## config.mk

```make
export PLATFORM = sky130hd
export DESIGN_NAME = stream_pos_counter
export DESIGN_NICKNAME = d
export VERILOG_FILES = /design/src/rtl/stream_pos_pkg.sv /design/src/rtl/stream_pos_ctrl.sv /design/src/rtl/stream_pos_dpath.sv /design/src/rtl/stream_pos_counter.sv
export SDC_FILE = /design/constraint.sdc
export NUM_CORES = 1
export LEC_CHECK = 0
export BUFFER_PORTS_ARGS = -buffer_cell sky130_fd_sc_hd__buf_2
export CAP_MARGIN = 20
export CORE_MARGIN = 2
export CORE_UTILIZATION = 55
export CTS_CLUSTER_SIZE = 28
export DETAILED_ROUTE_END_ITERATION = 10
export GPL_TIMING_DRIVEN = 1
export PLACE_DENSITY_LB_ADDON = 0.12
export SYNTH_ARGS = -nofsm -noshare
export SYNTH_HDL_FRONTEND = slang
export SYNTH_SLANG_ARGS = --single-unit
```

## constraint.sdc

```tcl
create_clock -name clk -period 4.08 [get_ports clk]
set_input_delay 1.02 -clock clk [delete_from_list [all_inputs] [get_ports clk]]
set_output_delay 1.02 -clock clk [all_outputs]
set_load 0.01 [all_outputs]
```

## src/rtl/stream_pos_pkg.sv

```systemverilog
package stream_pos_pkg;

  // Strobes passed from the beat decoder to the counter datapath
  typedef struct packed {
    logic frameStart;  // accepted beat carrying start-of-frame
    logic lineEnd;     // accepted beat closing a line (no frame marker)
    logic pixStep;     // accepted beat with neither marker
    logic lineFirst;   // accepted beat that is the first pixel of a line
  } posCtl_t;

endpackage

```

## src/rtl/stream_pos_ctrl.sv

```systemverilog
module stream_pos_ctrl
  import stream_pos_pkg::*;
(
  input  logic    tvalid,
  input  logic    tready,
  input  logic    tuser,
  input  logic    tlast,
  input  logic    pixAtZero,
  output posCtl_t ctl
);

  logic beat;

  always_comb begin
    beat          = tvalid & tready;
    ctl.frameStart = beat & tuser;
    ctl.lineEnd    = beat & tlast & ~tuser;
    ctl.pixStep    = beat & ~tuser & ~tlast;
    ctl.lineFirst  = beat & (tuser | pixAtZero);
  end

endmodule

```

## src/rtl/stream_pos_dpath.sv

```systemverilog
module stream_pos_dpath
  import stream_pos_pkg::*;
#(
  parameter int PIX_W     = 8,
  parameter int LINE_W    = 6,
  parameter bit LSTART_EN = 1'b1
) (
  input  logic              clk,
  input  logic              rst,
  input  posCtl_t           ctl,
  output logic [PIX_W-1:0]  pixCount,
  output logic [LINE_W-1:0] lineCount,
  output logic              pixAtZero,
  output logic              lineStart
);

  localparam logic [PIX_W-1:0]  PIX_MAX  = {PIX_W{1'b1}};
  localparam logic [LINE_W-1:0] LINE_MAX = {LINE_W{1'b1}};
  localparam logic [PIX_W-1:0]  PIX_ONE  = PIX_W'(1);

  logic [PIX_W-1:0]  pixNext;
  logic [LINE_W-1:0] lineNext;

  always_comb begin
    pixNext  = pixCount;
    lineNext = lineCount;
    if (ctl.frameStart) begin
      pixNext  = PIX_ONE;
      lineNext = '0;
    end else if (ctl.lineEnd) begin
      pixNext = '0;
      if (lineCount != LINE_MAX) lineNext = lineCount + 1'b1;
    end else if (ctl.pixStep) begin
      if (pixCount != PIX_MAX) pixNext = pixCount + 1'b1;
    end
  end

  always_ff @(posedge clk) begin
    if (rst) begin
      pixCount  <= '0;
      lineCount <= '0;
    end else begin
      pixCount  <= pixNext;
      lineCount <= lineNext;
    end
  end

  assign pixAtZero = (pixCount == '0);

  generate
    if (LSTART_EN) begin : g_lstart
      logic lineStartQ;
      always_ff @(posedge clk) begin
        if (rst) lineStartQ <= 1'b0;
        else     lineStartQ <= ctl.lineFirst;
      end
      assign lineStart = lineStartQ;
    end else begin : g_no_lstart
      assign lineStart = 1'b0;
    end
  endgenerate

endmodule

```

## src/rtl/stream_pos_counter.sv

```systemverilog
module stream_pos_counter
  import stream_pos_pkg::*;
#(
  parameter int PIX_W     = 8,
  parameter int LINE_W    = 6,
  parameter bit LSTART_EN = 1'b1
) (
  input  logic              clk,
  input  logic              rst,
  input  logic              tvalid,
  input  logic              tready,
  input  logic              tuser,
  input  logic              tlast,
  output logic [PIX_W-1:0]  pixCount,
  output logic [LINE_W-1:0] lineCount,
  output logic              lineStart
);

  posCtl_t ctl;
  logic    pixAtZero;

  stream_pos_ctrl u_ctrl (
    .tvalid    (tvalid),
    .tready    (tready),
    .tuser     (tuser),
    .tlast     (tlast),
    .pixAtZero (pixAtZero),
    .ctl       (ctl)
  );

  stream_pos_dpath #(
    .PIX_W     (PIX_W),
    .LINE_W    (LINE_W),
    .LSTART_EN (LSTART_EN)
  ) u_dpath (
    .clk       (clk),
    .rst       (rst),
    .ctl       (ctl),
    .pixCount  (pixCount),
    .lineCount (lineCount),
    .pixAtZero (pixAtZero),
    .lineStart (lineStart)
  );

endmodule

```

==> results.toml, run 1 <==
[worst_setup_path]
critical_path.reg2reg.endpoint = "u_dpath.pixCount[4]$_SDFFE_PP0P_"
critical_path.cell_chain = "buf_2"
worst-r2r-setup-slack_ns = 2.54
timing.rr.start = "u_dpath.pixCount[0]$_SDFFE_PP0P_"
worst_path_largest_cell_delay_ns = 0.48
rr_worst_depth = 4
path_delay_family = "flip-flops"
required_ns = 3.06
timing.critical_path.buf_inv = 1
crit_path_end_kind = "primary output"
timing_worst_setup_path_type = "flip-flop to primary output"
critical_path.startpoint_type = "flip-flop"
crit_arrival_ns = 0.94
critical-path-slowest-cell = "sky130_fd_sc_hd__dfxtp_1"
cp_max_fo = 8

[flow_run]
cap_viol_max_count = 0

[yosys]
sequential_fraction_of_the_synthesis_area = 0.334
yosys.area_share.adder = 0.0417
avgSynthCellArea_um2 = 8.82
yosysWarningCount = 0
main_combinational_cell_family_by_area_after_synthesis = "simple AND/OR/NAND/NOR gates"
synth.ff_latch_count = 15
synth.net_count = 111
synth.distinct_cells = 37
syn_inst = 102
syn-cell-area_um2 = 900
yosys-mux-area-fraction = 0.0668
synth_compound_gate_area_share = 0.175
synthSimpleGateAreaFrac = 0.352
post_synth_xor_area_fraction = 0

[global_routing]
first_global_vias = 800
grt_remaining_overflow = 0
grt_usage = 0.234
grt_start_max_net_pins = 10
wire_length_of_the_first_global_routing_pass_mm = 3.51
grt_antenna_before_repair = 0

[sta]
max_slew_margin = 0.583
fin_setup_tns_ns = 0
achievable-frequency_mhz = 510
fin_worst_skew_ns = 0.00231
timing_worst_slew_pin_value_ns = 0.622
timing.final.crit_period_ns = 1.96
total_count_of_max_transition_violations_in_the_final_report = 0
timing.final.setup_violations = 0
grt_setup_unrepaired = "no"
crit_share_post_route = 0.480
final_hold_vio_count = 0

[clocking]
clk_latency_ns = 0.28
cts-htree-levels = 1
tritoncts_num_sinks = 15
ctsRootBufferMaster = "sky130_fd_sc_hd__clkbuf_4"
ctsResizeCount = 0
cts_tree = "built"
post-cts-setup-buffer-count = 0
clock_tree.buffer_depth = 2
path_clk_slew_ns = 0.09
cts-hold-fix-buffers = 0
number_of_buffers_added_by_the_clock_tree_synthesis_step = 3

[drt]
firstDrtPassIters = 4
num_vias = 893
antenna_left = 0
vias_per_cell = 6.38
wl_per_cell_um = 14.7
highest-signal-layer = "met4"
routed_wl_mm = 2.05
met3RoutedLength_um = 107
drcViolationCount = 0
wl_met2_um = 981
m1WireLength_um = 931
drt_iter0_drcs = 35

[power_and_ir_drop]
power-per-cell-area_nw_per_um2 = 252
ir_drop_worst_case_vdd_uv = 177
total_leakage_power_nw = 0.447

[placed_design]
io_buffers = 20
placed_cells_incl_taps = 136
gpl.final_weighted_congestion = 0.881
dpl.hpwl_mm = 1.50

[cells_and_area]
layout.nets = 134
final_layout_size_suffix_gt1_frac = 0.202
syn2layout_area_growth_pct = 15.3
instances_no_fill = 140
antenna_cells_inserted = 0

[floorplan]
ioPinCount = 21
floorplan.initialDensity = 0.590
fp.dieW_um = 44.4
die_area_um2 = 1980
floorplan.die.height_um = 44.4
floorplan_core_area_um2 = 1520
rows = 14

[hold_path]
hold_path_end = "u_dpath.lineCount[0]$_SDFFE_PP0P_"
worst_hold_path.num_cells = 2
hp-start = "u_dpath.lineCount[0]$_SDFFE_PP0P_"
hold_class = "flip-flop to flip-flop"

[outcome]
outcome = "completed"
==> layer usage <==
metal / track usage / vias to the layer above
met1: 0.302 / 411
met5: 0 / -
li1: - / 448
met3: 0.0367 / 4
met2: 0.388 / 30
met4: 0.0909 / 0
==> tightest hold or removal path: stages, from the launching register on <==
cell	delay, ns
sky130_fd_sc_hd__dfxtp_1	0.35
sky130_fd_sc_hd__nand2_1	0.06
sky130_fd_sc_hd__mux2i_1	0.05
==> layout make-up <==
| cell class | instances | area (µm²) |
|---|---|---|
| Multi-Input combinational cell | 80 | 572 |
| Timing Repair Buffer | 20 | 100 |
| Tap cell | 16 | 20.0 |
| Clock buffer | 4 | 26.3 |
| Fill cell | 135 | 487 |
| Inverter | 5 | 18.8 |
| Sequential cell | 15 | 300 |
==> through the flow <==
stage	total power [mW]	setup slack [ns]	cell area [µm²]	hold slack (ns)	utilization
finish	0.261	2.12	1040	0.505	0.681
CTS	0.262	2.13	1040	0.516	0.681
floorplan	0.168	2.15	900	0.503	-
global route	0.273	2.07	1040	0.527	0.681
global placement	0.178	1.97	1010	0.474	0.663
detailed placement	0.179	1.93	1010	0.500	0.663
==> flip-flops by register name (all words and copies together) (netlist names) <==
register,count
u_dpath.pixCount,8
u_dpath.lineStart,1
u_dpath.lineCount,6
==> cell usage after synthesis <==
cell	count	area, µm²
sky130_fd_sc_hd__nor2_1	2	7.51
sky130_fd_sc_hd__nor2b_1	1	6.26
sky130_fd_sc_hd__a41o_1	2	20.0
sky130_fd_sc_hd__clkbuf_1	1	3.75
sky130_fd_sc_hd__and3_1	4	25.0
sky130_fd_sc_hd__and4b_1	1	10.0
sky130_fd_sc_hd__dfxtp_1	15	300
sky130_fd_sc_hd__nor4b_1	1	8.76
sky130_fd_sc_hd__nand4b_1	1	8.76
sky130_fd_sc_hd__nand2b_1	1	6.26
sky130_fd_sc_hd__buf_2	1	5.00
sky130_fd_sc_hd__or4_1	1	7.51
sky130_fd_sc_hd__a31oi_1	2	12.5
sky130_fd_sc_hd__o2111ai_1	1	8.76
sky130_fd_sc_hd__and3b_1	2	17.5
sky130_fd_sc_hd__and4bb_2	1	12.5
sky130_fd_sc_hd__nand3_1	6	30.0
sky130_fd_sc_hd__a21oi_1	6	30.0
sky130_fd_sc_hd__a41oi_1	1	8.76
sky130_fd_sc_hd__o41ai_1	1	8.76
sky130_fd_sc_hd__nor4_1	1	6.26
sky130_fd_sc_hd__nand4bb_4	1	27.5
sky130_fd_sc_hd__and2_1	3	18.8
sky130_fd_sc_hd__nor3_1	4	20.0
sky130_fd_sc_hd__o211ai_1	1	7.51
sky130_fd_sc_hd__nand2_1	11	41.3
sky130_fd_sc_hd__a211oi_1	1	7.51
sky130_fd_sc_hd__o21a_1	1	7.51
sky130_fd_sc_hd__nand3b_1	3	22.5
sky130_fd_sc_hd__and4_1	1	8.76
sky130_fd_sc_hd__o221ai_1	1	8.76
sky130_fd_sc_hd__o311a_1	2	20.0
sky130_fd_sc_hd__a311oi_1	2	17.5
sky130_fd_sc_hd__nand4_1	5	31.3
sky130_fd_sc_hd__ha_1	3	37.5
sky130_fd_sc_hd__inv_1	5	18.8
sky130_fd_sc_hd__mux2i_1	6	60.1
==> how the worst max path moves through the flow <==
stage,startpoint,end,slack [ns],depth (start not counted)
after global placement,tuser,u_dpath.pixCount[4]$_SDFFE_PP0P_,1.97,4
final,u_dpath.pixCount[2]$_SDFFE_PP0P_,pixCount[2],2.12,1
after floorplan,tuser,u_dpath.pixCount[4]$_SDFFE_PP0P_,2.15,3
after detailed placement,tuser,u_dpath.pixCount[4]$_SDFFE_PP0P_,1.93,4
after CTS,u_dpath.pixCount[2]$_SDFFE_PP0P_,pixCount[2],2.13,1
after global routing,u_dpath.pixCount[6]$_SDFFE_PP0P_,pixCount[6],2.07,1
==> layout by cell type (no fill, tap or decap), types with 4 or more instances in the layout <==
cell type	n
sky130_fd_sc_hd__nor3_1	4
sky130_fd_sc_hd__inv_1	5
sky130_fd_sc_hd__nand2_1	11
sky130_fd_sc_hd__buf_2	20
sky130_fd_sc_hd__and3_1	4
sky130_fd_sc_hd__nand3_1	6
sky130_fd_sc_hd__a21oi_1	6
sky130_fd_sc_hd__nand4_1	5
sky130_fd_sc_hd__mux2i_1	6
sky130_fd_sc_hd__dfxtp_1	15
==> logic make-up (layout without fill, tap and decap cells) <==
logic type / after synthesis / count (layout)
AND/OR/NAND/NOR: 50 / 50
adder cells (fa/ha/maj): 3 / 3
AO/OA/AOI/OAI: 21 / 21
multiplexers: 6 / 6
flip-flops: 15 / 15
buffers and inverters: 7 / 29
==> where the power goes <==
| group | switching (mW) | internal, mW |
|---|---|---|
| Sequential | 0.00197 | 0.148 |
| Clock | 0.0479 | 0.0379 |
| Combinational | 0.0152 | 0.0103 |
| Total | 0.0651 | 0.196 |
No activity file was read; power rests on OpenSTA's default activity.
==> run 2, diff against run 1 <==
--- a/config.mk
+++ b/config.mk
@@ -8,7 +8,7 @@
 export BUFFER_PORTS_ARGS = -buffer_cell sky130_fd_sc_hd__buf_2
 export CAP_MARGIN = 20
 export CORE_MARGIN = 2
-export CORE_UTILIZATION = 55
+export CORE_UTILIZATION = 51
 export CTS_CLUSTER_SIZE = 28
 export DETAILED_ROUTE_END_ITERATION = 10
 export GPL_TIMING_DRIVEN = 1
==> constraint.sdc (replaced) <==
create_clock -name clk -period 1.82 [get_ports clk]
set_input_delay 0.455 -clock clk [delete_from_list [all_inputs] [get_ports clk]]
set_output_delay 0.455 -clock clk [all_outputs]
set_load 0.01 [all_outputs]
==> results.toml, run 2 (synthesized netlist as in run 1, its figures left out) <==
[outcome]
outcome = "completed"

[clocking]
ctsRootBufferMaster = "sky130_fd_sc_hd__clkbuf_4"
cts-hold-fix-buffers = 0
number_of_buffers_added_by_the_clock_tree_synthesis_step = 3
cts-htree-levels = 1
ctsResizeCount = 0
post-cts-setup-buffer-count = 0
clk_latency_ns = 0.29
clock_tree.buffer_depth = 2
tritoncts_num_sinks = 15
path_clk_slew_ns = 0.09
cts_tree = "built"

[placed_design]
dpl.hpwl_mm = 1.47
io_buffers = 20
gpl.final_weighted_congestion = 0.950
placed_cells_incl_taps = 139

[worst_setup_path]
critical_path.cell_chain = "ha_1 > nand2_1 > or4_1 > a21oi_1"
required_ns = 2.04
critical-path-slowest-cell = "sky130_fd_sc_hd__dfxtp_1"
path_delay_family = "simple AND/OR/NAND/NOR gates"
crit_path_end_kind = "flip-flop"
worst-r2r-setup-slack_ns = 0.36
crit_arrival_ns = 1.68
timing_worst_setup_path_type = "flip-flop to flip-flop"
cp.depth = 4
cp_max_fo = 7
rr_worst_depth = 4
timing.critical_path.buf_inv = 0
worst_path_largest_cell_delay_ns = 0.45
critical_path.startpoint_type = "flip-flop"

[drt]
routed_wl_mm = 1.97
m1WireLength_um = 878
wl_per_cell_um = 13.8
antenna_left = 0
wl_met2_um = 968
drt_iter0_drcs = 18
vias_per_cell = 6.28
highest-signal-layer = "met4"
num_vias = 898
firstDrtPassIters = 4
drcViolationCount = 0
met3RoutedLength_um = 61

[hold_path]
hold_class = "primary input to flip-flop"
worst_hold_path.num_cells = 2

[floorplan]
floorplan_core_area_um2 = 1690
floorplan.die.height_um = 46
ioPinCount = 21
fp.dieW_um = 46
rows = 15
die_area_um2 = 2120
floorplan.initialDensity = 0.533

[cells_and_area]
most-common-layout-cells = "sky130_fd_sc_hd__buf_2, sky130_fd_sc_hd__dfxtp_1, sky130_fd_sc_hd__nand2_1"
largest_register_ff_count = 8
syn2layout_area_growth_pct = 17.2
instances_no_fill = 143
fill_cells = 152
final_layout_size_suffix_gt1_frac = 0.222
final_util = 0.624
top_register = "u_dpath.pixCount"
layout.nets = 136
antenna_cells_inserted = 0
layout.cells.most_common = "sky130_fd_sc_hd__buf_2"

[sta]
fin_worst_skew_ns = 0.00913
fin_setup_tns_ns = 0
timing.final.setup_violations = 0
achievable-frequency_mhz = 683
total_count_of_max_transition_violations_in_the_final_report = 0
timing.final.crit_period_ns = 1.46
grt_setup_unrepaired = "no"
final_hold_vio_count = 0
timing_worst_slew_pin_value_ns = 0.345
max_slew_margin = 0.767
crit_share_post_route = 0.804

[power_and_ir_drop]
power-per-cell-area_nw_per_um2 = 563
ir_drop_worst_case_vdd_uv = 344
total_leakage_power_nw = 0.459

[global_routing]
grt_remaining_overflow = 0
grt_usage = 0.210
first_global_vias = 781
grt_start_max_net_pins = 10
grt_antenna_before_repair = 0
wire_length_of_the_first_global_routing_pass_mm = 3.19

[flow_run]
cap_viol_max_count = 0
[run 2: cell types whose count changed in the layout (fill, tap and decap cells not counted)]
cell	delta
sky130_fd_sc_hd__clkinv_2	+1
sky130_fd_sc_hd__buf_4	+2
sky130_fd_sc_hd__clkbuf_1	-1
[run 2: stage by stage]
step	worst slack [ns]	hold slack, ns	power, mW	instance area [µm²]
final	0.356	0.446	0.594	1050
after global routing	0.219	0.450	0.621	1050
after CTS	0.383	0.430	0.598	1050
after detailed placement	0.259	0.483	0.404	1030
after global placement	0.277	0.475	0.403	1030
after floorplan	0.441	0.503	0.376	900
[run 2: cell type report]
| type | count | area [µm²] | area share |
|---|---|---|---|
| repair buffers | 22 | 115 | 0.109 |
| flip-flops and latches | 15 | 300 | 0.285 |
| well taps | 17 | 21.3 | 0.0202 |
| inverters | 5 | 18.8 | 0.0178 |
| clock buffers | 3 | 22.5 | 0.0214 |
| clock inverters | 1 | 5.00 | 0.00474 |
| multi-input cells | 80 | 572 | 0.542 |
[run 2: routing by layer]
layer,vias up,global-route usage
met1,420,0.249
li1,448,-
met4,0,0.120
met5,-,0
met3,8,0.0357
met2,22,0.350
[run 2: power by group]
part	total, mW	switching, mW	internal [mW]	leakage, nW
clock network	0.196	0.115	0.0815	0.0177
logic	0.0612	0.0350	0.0262	0.320
registers	0.336	0.00457	0.332	0.121
[run 2: worst register-to-register path: stages, from the launching register on]
cell	delay, ns
sky130_fd_sc_hd__dfxtp_1	0.45
sky130_fd_sc_hd__ha_1	0.30
sky130_fd_sc_hd__nand2_1	0.11
sky130_fd_sc_hd__or4_1	0.40
sky130_fd_sc_hd__a21oi_1	0.14
[run 2: final timing paths]
kind                                     startpoint                                 to
setup / recovery   u_dpath.pixCount[0]$_SDFFE_PP0P_   u_dpath.pixCount[4]$_SDFFE_PP0P_
setup reg to reg   u_dpath.pixCount[0]$_SDFFE_PP0P_   u_dpath.pixCount[4]$_SDFFE_PP0P_
hold / removal                                  rst       u_dpath.lineStart$_SDFF_PP0_
hold reg to reg   u_dpath.lineCount[1]$_SDFFE_PP0P_  u_dpath.lineCount[1]$_SDFFE_PP0P_
